File: config.mk
export PLATFORM = sky130hd
export DESIGN_NAME = scl_duty_gen
export DESIGN_NICKNAME = d
export VERILOG_FILES = /design/src/rtl/scl_duty_pkg.sv /design/src/rtl/scl_duty_decode.sv /design/src/rtl/scl_duty_seq.sv /design/src/rtl/scl_duty_gen.sv
export SDC_FILE = /design/constraint.sdc
export NUM_CORES = 1
export LEC_CHECK = 0
export BUFFER_PORTS_ARGS = -buffer_cell sky130_fd_sc_hd__buf_2
export CORE_ASPECT_RATIO = 0.5
export CORE_UTILIZATION = 52
export DETAILED_ROUTE_END_ITERATION = 10
export PLACE_DENSITY = 0.73
export SYNTH_ARGS = -nofsm -noshare
export SYNTH_HDL_FRONTEND = slang
export SYNTH_SLANG_ARGS = --single-unit
File: constraint.sdc
create_clock -name clk -period 2.3 [get_ports clk]
set_input_delay 0.46 -clock clk [delete_from_list [all_inputs] [get_ports clk]]
set_output_delay 0.46 -clock clk [all_outputs]
set_load 0.01 [all_outputs]
File: src/rtl/scl_duty_pkg.sv
package scl_duty_pkg;
    typedef enum logic {
        PH_LOW  = 1'b0,
        PH_HIGH = 1'b1
    } scl_phase_e;

    localparam int unsigned DEF_CTL_W  = 24;
    localparam int unsigned DEF_LO_W   = 8;
    localparam int unsigned DEF_HI_W   = 8;
    localparam int unsigned DEF_HI_LSB = 16;
    localparam int unsigned DEF_OFFSET = 3;
endpackage

File: src/rtl/scl_duty_decode.sv
module scl_duty_decode #(
    parameter int unsigned CTL_W  = 24,
    parameter int unsigned LO_W   = 8,
    parameter int unsigned HI_W   = 8,
    parameter int unsigned HI_LSB = 16,
    parameter int unsigned OFFSET = 3,
    parameter int unsigned CNT_W  = 9
) (
    input  logic [CTL_W-1:0] ctl_word,
    output logic [CNT_W-1:0] lo_len,
    output logic [CNT_W-1:0] hi_len
);
    logic [LO_W-1:0] lo_field;
    logic [HI_W-1:0] hi_field;

    always_comb begin
        lo_field = ctl_word[LO_W-1:0];
        hi_field = ctl_word[HI_LSB +: HI_W];
        lo_len   = CNT_W'(lo_field) + CNT_W'(OFFSET);
        if (hi_field == '0) begin
            hi_len = lo_len;
        end else begin
            hi_len = CNT_W'(hi_field) + CNT_W'(OFFSET);
        end
    end
endmodule

File: src/rtl/scl_duty_seq.sv
module scl_duty_seq
    import scl_duty_pkg::*;
#(
    parameter int unsigned CNT_W = 9
) (
    input  logic             clk,
    input  logic             rst_n,
    input  logic [CNT_W-1:0] lo_len_in,
    input  logic [CNT_W-1:0] hi_len_in,
    input  logic             start_req,
    input  logic             stop_req,
    output logic             scl_o,
    output logic             busy_o,
    output logic             rise_stb_o,
    output logic             fall_stb_o,
    output logic             mid_stb_o
);
    typedef struct packed {
        logic             run;
        scl_phase_e       phase;
        logic [CNT_W-1:0] cnt;
        logic             scl;
        logic             rise;
        logic             fall;
        logic             mid;
        logic             stop_pend;
        logic [CNT_W-1:0] lo_len;
        logic [CNT_W-1:0] hi_len;
    } seq_state_t;

    localparam seq_state_t RESET_ST = '{
        run: 1'b0, phase: PH_LOW, cnt: '0, scl: 1'b1, rise: 1'b0,
        fall: 1'b0, mid: 1'b0, stop_pend: 1'b0, lo_len: '0, hi_len: '0
    };

    seq_state_t st_d, st_q;
    logic [CNT_W-1:0] cnt_inc;
    logic             lo_last, hi_last;

    always_comb begin
        st_d    = st_q;
        st_d.rise = 1'b0;
        st_d.fall = 1'b0;
        st_d.mid  = 1'b0;
        cnt_inc = st_q.cnt + 1'b1;
        lo_last = (st_q.cnt == st_q.lo_len - 1'b1);
        hi_last = (st_q.cnt == st_q.hi_len - 1'b1);

        if (!st_q.run) begin
            st_d.cnt       = '0;
            st_d.scl       = 1'b1;
            st_d.stop_pend = 1'b0;
            st_d.phase     = PH_LOW;
            if (start_req) begin
                st_d.run    = 1'b1;
                st_d.scl    = 1'b0;
                st_d.fall   = 1'b1;
                st_d.lo_len = lo_len_in;
                st_d.hi_len = hi_len_in;
            end
        end else begin
            if (stop_req) begin
                st_d.stop_pend = 1'b1;
            end
            if (st_q.phase == PH_LOW) begin
                if (lo_last) begin
                    st_d.phase = PH_HIGH;
                    st_d.cnt   = '0;
                    st_d.scl   = 1'b1;
                    st_d.rise  = 1'b1;
                end else begin
                    st_d.cnt = cnt_inc;
                    st_d.mid = (cnt_inc == (st_q.lo_len >> 1));
                end
            end else begin
                if (hi_last) begin
                    st_d.cnt = '0;
                    if (st_q.stop_pend || stop_req) begin
                        st_d.run       = 1'b0;
                        st_d.stop_pend = 1'b0;
                        st_d.phase     = PH_LOW;
                    end else begin
                        st_d.phase  = PH_LOW;
                        st_d.scl    = 1'b0;
                        st_d.fall   = 1'b1;
                        st_d.lo_len = lo_len_in;
                        st_d.hi_len = hi_len_in;
                    end
                end else begin
                    st_d.cnt = cnt_inc;
                end
            end
        end
    end

    always_ff @(posedge clk) begin
        if (!rst_n) begin
            st_q <= RESET_ST;
        end else begin
            st_q <= st_d;
        end
    end

    assign scl_o      = st_q.scl;
    assign busy_o     = st_q.run;
    assign rise_stb_o = st_q.rise;
    assign fall_stb_o = st_q.fall;
    assign mid_stb_o  = st_q.mid;
endmodule

File: src/rtl/scl_duty_gen.sv
module scl_duty_gen
    import scl_duty_pkg::*;
#(
    parameter int unsigned CTL_W  = DEF_CTL_W,
    parameter int unsigned LO_W   = DEF_LO_W,
    parameter int unsigned HI_W   = DEF_HI_W,
    parameter int unsigned HI_LSB = DEF_HI_LSB,
    parameter int unsigned OFFSET = DEF_OFFSET
) (
    input  logic             clk,
    input  logic             rst_n,
    input  logic [CTL_W-1:0] ctl_word,
    input  logic             start_req,
    input  logic             stop_req,
    output logic             scl_o,
    output logic             busy_o,
    output logic             rise_stb_o,
    output logic             fall_stb_o,
    output logic             mid_stb_o
);
    localparam int unsigned FIELD_W = (LO_W > HI_W) ? LO_W : HI_W;
    localparam int unsigned CNT_W   = FIELD_W + 1;

    logic [CNT_W-1:0] lo_len, hi_len;

    scl_duty_decode #(
        .CTL_W(CTL_W), .LO_W(LO_W), .HI_W(HI_W),
        .HI_LSB(HI_LSB), .OFFSET(OFFSET), .CNT_W(CNT_W)
    ) decode_i (
        .ctl_word(ctl_word),
        .lo_len  (lo_len),
        .hi_len  (hi_len)
    );

    scl_duty_seq #(.CNT_W(CNT_W)) seq_i (
        .clk       (clk),
        .rst_n     (rst_n),
        .lo_len_in (lo_len),
        .hi_len_in (hi_len),
        .start_req (start_req),
        .stop_req  (stop_req),
        .scl_o     (scl_o),
        .busy_o    (busy_o),
        .rise_stb_o(rise_stb_o),
        .fall_stb_o(fall_stb_o),
        .mid_stb_o (mid_stb_o)
    );
endmodule

==> flow_summary.toml <==
[status]
status = "finished, violations left"
violations = "negative setup slack"

[yosys]
ys.flop_type = "dfxtp_1"
synth_top_family_by_area = "simple AND/OR/NAND/NOR gates"
synthCells = 286
synth-compound-area-share = 0.198
yosys.area_share.simple = 0.225
syn_avg_cell_area_um2 = 8.33
ys_ff_latch = 34
synth.distinct_cells = 54
synth_edf_count = 0
synthMuxAreaShare = 0.0378
synth_common_cells = "34 x dfxtp_1, 24 x nand2_1, 24 x xnor2_1, 21 x o21ai_0, 21 x xor2_1"
yosysMostFrequentCell = "dfxtp_1"
synthXorXnorAreaFrac = 0.175
synth_warnings = 0
synth.largest_area_cell = "dfxtp_1"
synth_top_area_share = 0.286
syn-num-nets = 319
synth.area.top_cells = "dfxtp_1 29%, xnor2_1 8.8%, xor2_1 7.7%"
netlist_area_mm2 = 0.00238
yosys.area_share.adder = 0.0262
async_flop_share = 0
ys_seq_area_frac = 0.286

[place]
place_inst = 368
dp_hpwl_mm = 4.58
port_buffers = 24
gp_congestion = 0.895

[finish]
nNetsFinal = 360
antennaDiodeCount = 0
drive_above_1_share = 0.238
syn_to_final_growth_pct = 20.1
fin_cells = 382

[pwr]
power_frac_seq = 0.428
p_leak_nw = 1.21
switching_share = 0.310
p_clk_frac = 0.293
fin_total_pwr_mw = 1.54
p_per_area_mw_per_mm2 = 539
power_frac_comb = 0.278
p_int_mw = 1.06
switchingPower_mw = 0.478
irDropWorstVdd_mv = 0.244

[timing]
drv_slew = 0
rsz0062_at_grt = "true"
fin_ws_ns = -0.0899
tightest_slew_ns = 0.517
setup_violations = 6
slew-limit-headroom = 0.652
fin_skew_ns = 0.00458
max_freq_mhz = 418
hold_viol = 0
finalCritPeriodShare = 1.04
period_needed_ns = 2.39

[route]
post_drt_wl_per_cell_um = 17.1
drt-total-wl_mm = 6.54
first_iter_violations = 204
drc = 0
via_per_inst = 5.96
route.vias.total = 2277
antenna_left = 0
drt_pass1_iterations = 5

[clock_tree]
cts_buffers = 5
tritoncts = "done"
insertion_delay_ns = 0.29
clock-sinks = 34
clk_pin_slew_ns = 0.06
cts_root_buffer = "clkbuf_8"
cts.path.max_buffers = 2
postCtsHoldBufs = 0
htreeDepth = 2

[floorplanning]
die_x_um = 97.7
die_y_um = 49.9
start_util = 0.575
die_area_mm2 = 0.00488
io-pin-count = 33
core_mm2 = 0.00414
fp-row-count = 16

[worst_setup_path]
critical_path_required_ns = 2.47
cp-end-kind = "flip-flop"
worst-r2r-cell-count = 9
critPathMaxFanout = 5
critical_path_arrival_ns = 2.56
crit_type = "reg2reg"
critPathLaunchType = "flip-flop"

[global_routing]
grt_overflow = 0
grt_first_pass_wirelength_mm = 10.6
grt_max_degree = 26
antenna_found_initial = 0
grt_usage = 0.287
first_global_vias = 2221

[worst_hold_path]
hp-class = "reg2reg"
hold_path_depth = 2

[run]
drv_cap = 0
[layout by cell type, fill, tap and decap left out, types with 3 or more instances in the layout]
cell / netlist / final
buf_2: 4 / 24
buf_4: 0 / 23
nand2b_1: 3 / 3
xor2_1: 21 / 21
nand3_1: 6 / 5
nand3b_1: 3 / 3
nor2b_1: 5 / 5
nor4_1: 7 / 6
nand4_1: 5 / 5
nor3_1: 11 / 11
clkbuf_8: 0 / 6
mux2i_1: 9 / 9
nand2_1: 24 / 24
o21ai_0: 21 / 21
xnor2_1: 24 / 24
o21a_1: 3 / 3
ha_1: 5 / 4
buf_6: 1 / 3
inv_1: 13 / 11
dfxtp_1: 34 / 32
nor2_1: 9 / 8
o21ai_1: 4 / 4
or3_1: 5 / 5
a21oi_1: 10 / 10
o211a_1: 7 / 7
[worst max-delay path, cell delays in order (launching register included)]
cell,delay [ns]
dfxtp_2,0.32
inv_2,0.08
ha_4,0.15
nor3b_4,0.32
and4_1,0.29
nor2_2,0.05
a2111o_1,0.46
buf_6,0.15
o21a_1,0.17
o32a_1,0.28
[layer usage]
metal / GRT usage / vias up / share of wire
li1: - / 1100 / -
met1: 0.382 / 1058 / 0.46
met2: 0.474 / 101 / 0.42
met3: 0.0511 / 18 / 0.093
met4: 0.0960 / 0 / 0.020
met5: 0 / - / 0
[state kept, by name, indices dropped and copies added, names as in the netlist]
register	cells
seq_i.rise_stb_o	1
seq_i.st_q	29
seq_i.fall_stb_o	1
seq_i.mid_stb_o	1
seq_i.scl_o	1
seq_i.busy_o	1
[cell families (layout without fill, tap and decap cells)]
logic type | after synthesis | in the layout
compound gates | 67 | 67
xor+xnor | 46 | 46
fa+ha+maj | 5 | 5
buf+inv | 30 | 72
flops | 34 | 34
mux | 9 | 9
simple gates | 95 | 95
[power groups by stage]
| stage | clock network [mW] | logic [mW] | registers, mW |
|---|---|---|---|
| 2_1_floorplan | 0 | 0.275 | 0.659 |
| 3_3_place_gp | 0 | 0.368 | 0.665 |
| 3_5_place_dp | 0 | 0.384 | 0.667 |
| 4_1_cts | 0.464 | 0.428 | 0.656 |
| 5_1_grt | 0.487 | 0.463 | 0.663 |
| 6_report | 0.452 | 0.429 | 0.661 |
[what timing repair did]
action                                  CTS  global route
gates cloned                              2             0
endpoints found under the setup margin   27            30
setup buffers                             5             2
gates resized for setup                  12             6
pin swaps                                 4             8
[through the flow]
step,cell area (um^2),setup WS [ns],util,TNS (ns),hold slack (ns)
2_1_floorplan,2380,0.0273,-,0,0.446
3_3_place_gp,2670,-0.0410,0.643,-0.465,0.473
3_5_place_dp,2670,-0.0942,0.643,-1.45,0.481
4_1_cts,2900,-0.0327,0.699,-0.111,0.490
5_1_grt,2860,-0.156,0.691,-1.49,0.533
6_report,2860,-0.0899,0.691,-0.247,0.492
[area by class of cell]
type | instances | area [um^2]
Timing Repair Buffer | 51 | 347
Clock buffer | 7 | 86.3
Multi-Input combinational cell | 222 | 1620
Sequential cell | 34 | 683
Inverter | 13 | 48.8
Clock inverter | 1 | 5.00
Tap cell | 54 | 67.6
Fill cell | 329 | 1280
[worst paths after layout]
path                       from       endpoint  slack (ns)
hold reg to reg   seq_i.st_q[8]  seq_i.st_q[8]        0.49
setup reg to reg  seq_i.st_q[0]    seq_i.scl_o       -0.09
setup / recovery  seq_i.st_q[0]    seq_i.scl_o       -0.09
hold / removal    seq_i.st_q[8]  seq_i.st_q[8]        0.49
(Power assumes the default switching activity.)
